==> config.mk <==
export PLATFORM = sky130hd
export DESIGN_NAME = burst_seq_top
export DESIGN_NICKNAME = d
export VERILOG_FILES = /design/src/rtl/burst_seq_pkg.sv /design/src/rtl/burst_cmd_decode.sv /design/src/rtl/burst_addr_gen.sv /design/src/rtl/burst_op_state.sv /design/src/rtl/burst_seq_top.sv
export SDC_FILE = /design/constraint.sdc
export NUM_CORES = 1
export LEC_CHECK = 0
export BUFFER_PORTS_ARGS = -buffer_cell sky130_fd_sc_hd__buf_4
export CORE_AREA = 5 5 61 63
export CTS_BUF_LIST = sky130_fd_sc_hd__clkbuf_16
export CTS_CLUSTER_SIZE = 16
export DETAILED_ROUTE_END_ITERATION = 16
export DIE_AREA = 0 0 66 68
export PLACE_DENSITY = 0.66
export SKIP_LAST_GASP = 1
export SLEW_MARGIN = 10
export SYNTH_ARGS = -nofsm -noshare
export SYNTH_HDL_FRONTEND = slang
export SYNTH_HIERARCHICAL = 1
export SYNTH_SLANG_ARGS = --single-unit
export TNS_END_PERCENT = 1
==> constraint.sdc <==
create_clock -name clk -period 2.5 [get_ports clk]
set_input_delay 0.125 -clock clk [delete_from_list [all_inputs] [get_ports clk]]
set_output_delay 0.125 -clock clk [all_outputs]
set_load 0.02 [all_outputs]
==> src/rtl/burst_seq_pkg.sv <==
// Package: shared command and operation encodings of the burst sequencer.
// Assumes: nothing; types only.
package burst_seq_pkg;
    typedef enum logic [1:0] {
        CMD_HOLD  = 2'b00,
        CMD_STEP  = 2'b01,
        CMD_LOAD  = 2'b10,
        CMD_DESEL = 2'b11
    } burst_cmd_e;

    typedef enum logic [1:0] {
        OP_NONE  = 2'b00,
        OP_READ  = 2'b01,
        OP_WRITE = 2'b10
    } mem_op_e;
endpackage

==> src/rtl/burst_cmd_decode.sv <==
// Module: turns the sampled strobes, selects and advance into one command
// per cycle, and gives the operation to use when a burst is loaded.
// Assumes: all inputs are stable around the rising clock edge.
module burst_cmd_decode
    import burst_seq_pkg::*;
(
    input  logic       start_proc_n,
    input  logic       start_ctrl_n,
    input  logic       adv_n,
    input  logic       sel_pri_n,
    input  logic       sel_hi,
    input  logic       sel_lo_n,
    input  logic       wr_n,
    output burst_cmd_e cmd,
    output mem_op_e    load_op
);
    logic sel_ok;
    logic proc_take;

    // Purpose: full selection and processor-strobe qualification.
    always_comb begin
        sel_ok    = !sel_pri_n && sel_hi && !sel_lo_n;
        proc_take = !start_proc_n && !sel_pri_n;
    end

    // Purpose: priority decode: processor start, controller start, continue/suspend.
    always_comb begin
        cmd     = CMD_HOLD;
        load_op = OP_READ;
        if (proc_take) begin
            cmd     = sel_ok ? CMD_LOAD : CMD_DESEL;
            load_op = OP_READ;
        end else if (!start_ctrl_n) begin
            cmd     = sel_ok ? CMD_LOAD : CMD_DESEL;
            load_op = wr_n ? OP_READ : OP_WRITE;
        end else if (!adv_n) begin
            cmd = CMD_STEP;
        end else begin
            cmd = CMD_HOLD;
        end
    end
endmodule

==> src/rtl/burst_addr_gen.sv <==
// Module: holds the loaded start address and the burst counter, and forms the
// memory address with an incrementing or interleaved low field.
// Assumes: order_xor is static during a burst; load wins over step.
module burst_addr_gen #(
    parameter int ADDR_W     = 16,
    parameter int BURST_BITS = 2
) (
    input  logic              clk,
    input  logic              rst_n,
    input  logic              load,
    input  logic              step,
    input  logic              order_xor,
    input  logic [ADDR_W-1:0] addr_in,
    output logic [ADDR_W-1:0] mem_addr
);
    localparam int HI_W = ADDR_W - BURST_BITS;

    logic [ADDR_W-1:0]     start_q;
    logic [BURST_BITS-1:0] cnt_q;
    logic [BURST_BITS-1:0] lin_low;
    logic [BURST_BITS-1:0] low_bits;

    // Purpose: capture the start address and run the wrapping counter.
    always_ff @(posedge clk) begin
        if (!rst_n) begin
            start_q <= '0;
            cnt_q   <= '0;
        end else if (load) begin
            start_q <= addr_in;
            cnt_q   <= '0;
        end else if (step) begin
            cnt_q <= cnt_q + 1'b1;
        end
    end

    // Purpose: incrementing order, carry dropped past the burst field.
    always_comb begin
        lin_low = start_q[BURST_BITS-1:0] + cnt_q;
    end

    // Purpose: per-bit choice between incrementing and XOR order.
    for (genvar i = 0; i < BURST_BITS; i++) begin : g_low
        assign low_bits[i] = order_xor ? (start_q[i] ^ cnt_q[i]) : lin_low[i];
    end

    assign mem_addr = {start_q[ADDR_W-1 -: HI_W], low_bits};
endmodule

==> src/rtl/burst_op_state.sv <==
// Module: selection flag and operation code register for the storage core.
// Assumes: commands come from burst_cmd_decode.
module burst_op_state
    import burst_seq_pkg::*;
(
    input  logic       clk,
    input  logic       rst_n,
    input  burst_cmd_e cmd,
    input  mem_op_e    load_op,
    input  logic       wr_n,
    output logic       active,
    output logic [1:0] op_code
);
    mem_op_e op_q;

    // Purpose: update selection and operation on every edge.
    always_ff @(posedge clk) begin
        if (!rst_n) begin
            active <= 1'b0;
            op_q   <= OP_NONE;
        end else begin
            case (cmd)
                CMD_LOAD: begin
                    active <= 1'b1;
                    op_q   <= load_op;
                end
                CMD_DESEL: begin
                    active <= 1'b0;
                    op_q   <= OP_NONE;
                end
                default: begin
                    op_q <= active ? (wr_n ? OP_READ : OP_WRITE) : OP_NONE;
                end
            endcase
        end
    end

    assign op_code = op_q;
endmodule

==> src/rtl/burst_seq_top.sv <==
// Module: top of the burst address sequencer; connects decode, address
// generator and operation state.
// Assumes: synchronous active-low reset; order_xor tied or static.
module burst_seq_top
    import burst_seq_pkg::*;
#(
    parameter int ADDR_W     = 16,
    parameter int BURST_BITS = 2
) (
    input  logic              clk,
    input  logic              rst_n,
    input  logic [ADDR_W-1:0] addr_in,
    input  logic              start_proc_n,
    input  logic              start_ctrl_n,
    input  logic              adv_n,
    input  logic              sel_pri_n,
    input  logic              sel_hi,
    input  logic              sel_lo_n,
    input  logic              wr_n,
    input  logic              order_xor,
    output logic [ADDR_W-1:0] mem_addr,
    output logic              active,
    output logic [1:0]        op_code
);
    burst_cmd_e cmd;
    mem_op_e    load_op;
    logic       do_load;
    logic       do_step;

    burst_cmd_decode i_decode (
        .start_proc_n (start_proc_n),
        .start_ctrl_n (start_ctrl_n),
        .adv_n        (adv_n),
        .sel_pri_n    (sel_pri_n),
        .sel_hi       (sel_hi),
        .sel_lo_n     (sel_lo_n),
        .wr_n         (wr_n),
        .cmd          (cmd),
        .load_op      (load_op)
    );

    // Purpose: counter controls; steps only inside a selected burst.
    always_comb begin
        do_load = (cmd == CMD_LOAD);
        do_step = (cmd == CMD_STEP) && active;
    end

    burst_addr_gen #(
        .ADDR_W     (ADDR_W),
        .BURST_BITS (BURST_BITS)
    ) i_addr (
        .clk       (clk),
        .rst_n     (rst_n),
        .load      (do_load),
        .step      (do_step),
        .order_xor (order_xor),
        .addr_in   (addr_in),
        .mem_addr  (mem_addr)
    );

    burst_op_state i_state (
        .clk     (clk),
        .rst_n   (rst_n),
        .cmd     (cmd),
        .load_op (load_op),
        .wr_n    (wr_n),
        .active  (active),
        .op_code (op_code)
    );
endmodule

==> flow_summary_export.csv, run 1 <==
group,metric,value,unit
run_status,status,"finished clean",
die,coreArea,0.00318,mm2
die,fp.dieW,66,um
global_route,grt_max_degree,22,
critical_path,crit_required,2.64,ns
global_route,grt_util_all_layers,10.4,%
clock_network,cts_hold_buf,0,
clock_network,path_clk_slew,0.06,ns
die,io_pins,45,
routing,drc,0,
sta,rsz0062_at_grt,"false",
routing,first_pass_iters,4,
sta,clock_skew,0.00227,ns
finish,fin_area,0.00136,mm2
critical_path,r2r_end,"i_addr/cnt_q[1]",
routing,via_count,734,
hold_path,hold_path_depth,2,
synth,ys_types,25,
pwr,peakVddDrop,0.238,mV
global_route,grt_pass1_vias,762,
job,drv_cap,0,
synth,synth_edf_count,0,
sta,setup_violations,0,
routing,via_per_inst,4.15,
die,dieArea,0.00449,mm2
placement,portBuffers,44,
critical_path,critPathKind,"input pin to flip-flop",
synth,synth_top_cell_by_area,"dfxtp_1",
global_route,grt_overflow,0,
clock_network,clock-root-buffer,"clkbuf_16",
synth,syn_inst,99,
critical_path,rr_worst_depth,3,
synth,yosysSeqAreaShare,41.2,%
finish,n_antenna_cell,0,
placement,place_area,0.00128,mm2
sta,finalCritPeriodShare,58.1,%
sta,slew_headroom,67.7,%
sta,tightest_slew,0.483,ns
clock_network,cts_buffer_depth,2,
synth,ys_warn_count,6,
critical_path,startpoint_type,"input pin",
hold_path,hp-class,"input pin to flip-flop",
clock_network,clk_latency,0.25,ns
synth,syn_area,0.00102,mm2
clock_network,post_cts_buffers,0,
critical_path,critPathArrivalTime,1.60,ns
clock_network,clock-sinks,21,
pwr,power.density,611,mW/mm2
synth,avgSynthCellArea,10.3,um2
die,rows,21,
critical_path,r2r_setup_slack,1.61,ns
global_route,antenna_found_initial,0,
sta,clock.fmax,689,MHz
finish,layoutNonFillerInstCount,177,
die,start_util,32.1,%
finish,final_nets,159,
synth,synth.net_count,126,
clock_network,htreeDepth,1,
placement,globalplace.congestion,0.697,
pwr,power.leakage,0.000583,uW
finish,drive_gt1_share,40.5,%
critical_path,critPathCaptureType,"flip-flop",
clock_network,cts-resized-gates,0,
sta,setup_tns,0,ns
synth,synth.top_cell.area_share,41.2,%
placement,place_inst,173,
finish,postLayoutCoreUtil,42.7,%
routing,detail_route.wirelength,2.13,mm
sta,finalHoldViolations,0,
synth,synth_top_flop_cell,"dfxtp_1",
clock_network,numCtsBuffers,3,
routing,wl_per_cell,12.1,um
sta,maxSlewViolCount,0,
routing,dr.first_iter.drc_count,31,
sta,period_minus_slack,1.45,ns
hold_path,hold-path-endpoint,"i_state/op_code[1]",
placement,hpwl,1.65,mm
global_route,grt_pass1_wl,3.49,mm
routing,ant_nets,0,
synth,yosysMostFrequentCell,"dfxtp_1",
synth,synth-seq-cells,21,
hold_path,hold_start,"wr_n",
critical_path,worstReg2RegStart,"i_state/active",
finish,area_growth,33.0,%
critical_path,path_max_fanout,10,
die,die_height,68,um
synth,synth_common_cells,"dfxtp_1, nor2b_1, mux2i_1",
clock_network,cts_tree,"done",
synth,synth_area_leaders,"dfxtp_1, mux2i_1, nor2b_1",
synth,ys_async_sr_fraction,0,%
worst max-delay path by stage:
| stage | start | to |
|---|---|---|
| 2_1_floorplan | sel_pri_n | i_addr/start_q[0] |
| 3_3_place_gp | sel_pri_n | i_addr/start_q[1] |
| 3_5_place_dp | sel_pri_n | i_addr/start_q[2] |
| 4_1_cts | sel_pri_n | i_addr/start_q[2] |
| 5_1_grt | sel_pri_n | i_addr/start_q[2] |
| 6_report | sel_pri_n | i_addr/start_q[2] |
layer usage:
metal  global-route usage (%)  wire [um]  vias to the layer above
li1                         -          -                      378
met5                        0          0                        -
met3                     2.96        191                        5
met2                     16.5        952                       33
met4                     6.85         64                        0
met1                     12.4        925                      318
layout make-up:
cell class | instances | area, um2
fill | 306 | 1820
multi-input combinational | 59 | 454
sequential | 21 | 420
timing repair buffer | 45 | 338
clock buffer | 3 | 75.1
tap | 46 | 57.6
inverter | 2 | 7.51
clock inverter | 1 | 5.00
logic make-up (layout without fill, tap and decap cells):
| kind of cell | count (synthesis) | after routing | synth area share, % |
|---|---|---|---|
| adders and majority gates | 1 | 1 | 1.23 |
| muxes | 16 | 16 | 15.7 |
| AOI/OAI and AO/OA | 7 | 7 | 5.52 |
| DFF | 21 | 21 | 41.2 |
| xor gates and xnor gates | 3 | 3 | 2.57 |
| and+or+nand+nor | 32 | 32 | 19.2 |
| buffers and inverters | 19 | 51 | 14.6 |
placed cells by master, fill, tap and decap left out:
cell and count:
or3_1 1, nand3b_1 1, buf_4 45, clkbuf_16 3
o22ai_1 1, nor2_1 2, nor2b_2 1, nand2_1 4
o21ai_1 1, nor3b_1 1, nand2b_4 1, xnor2_1 3
a21bo_2 1, nor3_1 1, a21oi_1 2, clkinv_2 1
o32ai_2 1, mux2i_1 16, nand2b_1 2, nor2b_1 17
ha_1 1, a2bb2oi_1 1, dfxtp_1 21, and3b_1 1
inv_1 2
metrics by stage:
stage	total power (uW)	worst slack [ns]	hold slack [ns]
after global routing	867	0.834	0.126
final	830	1.05	0.112
after CTS	839	1.03	0.112
after global placement	498	0.812	0.366
after detailed placement	501	0.778	0.376
after floorplan	454	1.31	0.244
power by group:
part           internal [uW]  total (uW)  switching (uW)
logic                   73.1         134            61.3
clock network            215         338             123
registers                350         358            8.08
critical path, cell delays in order:
cell and delay, ns:
buf_4 0.12, nor3b_1 0.21, a2bb2oi_1 0.14, nor2b_2 0.43, buf_4 0.30, mux2i_1 0.21
nor2b_1 0.06
flip-flops by register name, indices dropped and copies added (netlist names):
name             cells
i_state/active       1
i_addr/cnt_q         2
i_state/op_code      2
i_addr/start_q      16
Note: power is estimated with default switching activity, not from simulation.
==> run 2, diff against run 1 <==
- clock period: 2.5 -> 1.4 ns (I/O delays scaled with it)
==> flow_summary_export.csv, run 2 (same netlist as run 1, synthesis figures left out) <==
group,metric,value,unit
die,io_pins,45,
sta,setup_violations,0,
finish,drive_gt1_share,40.5,%
die,start_util,32.1,%
placement,hpwl,1.60,mm
placement,globalplace.congestion,0.735,
critical_path,critPathCaptureType,"output port",
critical_path,crit_required,1.33,ns
pwr,power.density,1070,mW/mm2
die,rows,21,
job,drv_cap,0,
critical_path,rr_worst_depth,3,
critical_path,startpoint_type,"flip-flop",
critical_path,r2r_end,"i_addr/cnt_q[1]",
pwr,switching_share,22.3,%
sta,tightest_slew,0.291,ns
finish,n_antenna_cell,0,
finish,final_nets,159,
sta,finalCritPeriodShare,89.7,%
clock_network,clock-sinks,21,
finish,regMostFlops,"i_addr/start_q",
clock_network,htreeDepth,1,
pwr,cell_internal_pwr,1140,uW
global_route,grt_overflow,0,
finish,area_growth,34.2,%
critical_path,r2r_setup_slack,0.48,ns
routing,wl_met1,857,um
clock_network,numCtsBuffers,3,
pwr,seqPwrFrac,43.5,%
die,die_height,68,um
hold_path,hp-class,"input pin to flip-flop",
global_route,grt_max_degree,22,
sta,clock.fmax,796,MHz
routing,via_per_inst,4.08,
routing,dr.first_iter.drc_count,15,
die,fp.dieW,66,um
critical_path,critPathArrivalTime,1.19,ns
finish,final_cell_mix,"buf_4, dfxtp_1, nor2b_1, mux2i_1, nand2_1",
clock_network,cts_buffer_depth,2,
pwr,power.leakage,0.000588,uW
global_route,grt_pass1_wl,3.22,mm
hold_path,hold_start,"wr_n",
critical_path,worstReg2RegStart,"i_state/active",
sta,period_minus_slack,1.26,ns
global_route,grt_util_all_layers,9.55,%
critical_path,critPathKind,"flip-flop to output port",
critical_path,cp-endpoint,"mem_addr[1]",
sta,maxSlewViolCount,0,
run_status,status,"finished clean",
sta,setup_tns,0,ns
routing,wl_met2,969,um
routing,via_count,722,
sta,finalHoldViolations,0,
pwr,power,1470,uW
clock_network,path_clk_slew,0.06,ns
sta,slew_headroom,80.4,%
routing,dr.max_layer_used,"met4",
placement,portBuffers,44,
global_route,antenna_found_initial,0,
die,dieArea,0.00449,mm2
pwr,peakVddDrop,0.479,mV
routing,ant_nets,0,
critical_path,path_max_fanout,4,
routing,detail_route.wirelength,2.05,mm
clock_network,clk_latency,0.25,ns
clock_network,clock-root-buffer,"clkbuf_16",
pwr,p_clk_share,39.8,%
sta,rsz0062_at_grt,"false",
routing,first_pass_iters,6,
clock_network,cts_tree,"done",
finish,final_common_cell,"buf_4",
finish,largest_reg_flops,16,
critical_path,startpoint,"i_addr/cnt_q[0]",
pwr,combPwrFrac,16.7,%
die,coreArea,0.00318,mm2
routing,drc,0,
global_route,grt_pass1_vias,722,
routing,wl_met3,215,um
routing,wl_per_cell,11.6,um
pwr,switchingPower,328,uW
sta,clock_skew,0.00176,ns
run 2: power by group through the flow:
| stage | logic [uW] | registers (uW) | clock network (uW) |
|---|---|---|---|
| 2_1_floorplan | 159 | 652 | 0 |
| 3_3_place_gp | 242 | 651 | 0 |
| 3_5_place_dp | 248 | 651 | 0 |
| 4_1_cts | 249 | 638 | 602 |
| 5_1_grt | 266 | 642 | 634 |
| 6_report | 245 | 639 | 585 |
run 2: metrics by stage:
step / setup WS [ns] / utilization [%] / hold slack (ns) / cells / instance area [um2]
global route: 0.0331 / 43.1 / 0.0552 / 177 / 1370
global placement: 0.149 / 40.6 / 0.311 / 173 / 1290
finish: 0.144 / 43.1 / 0.0529 / 177 / 1370
CTS: 0.0770 / 43.1 / 0.0495 / 177 / 1370
floorplan: 0.263 / - / 0.189 / 99 / 1020
detailed placement: 0.0423 / 40.6 / 0.315 / 173 / 1290
run 2: timing repair:
action / in CTS / in global routing
resized for setup: 0 / 1
endpoints found under the setup margin: 0 / 1
hold buffers: 0 / 0
buffers inserted: 0 / 0
run 2: per-layer routing:
metal | GRT usage, % | vias to the layer above
met5 | 0 | -
met3 | 3.45 | 2
li1 | - | 374
met2 | 15.5 | 34
met4 | 4.57 | 0
met1 | 11.2 | 312
run 2: worst min-delay path by stage:
stage,endpoint,depth (start not counted)
floorplan,i_state/op_code[1],1
global placement,i_state/op_code[1],2
detailed placement,i_state/op_code[1],2
CTS,i_state/op_code[1],2
global route,i_state/op_code[1],2
finish,i_state/op_code[1],2
run 2: cell type report:
type                            instances  area, um2
Fill cell                             310       1810
Clock inverter                          1       3.75
Timing Repair Buffer                   45        350
Inverter                                2       7.51
Multi-Input combinational cell         59        454
Clock buffer                            3       75.1
Sequential cell                        21        422
Tap cell                               46       57.6
run 2: worst max-delay path, stage by stage, from the launching register on:
cell and delay (ns):
dfxtp_2 0.36, ha_1 0.14, nor2b_1 0.15, xnor2_1 0.13, buf_4 0.16
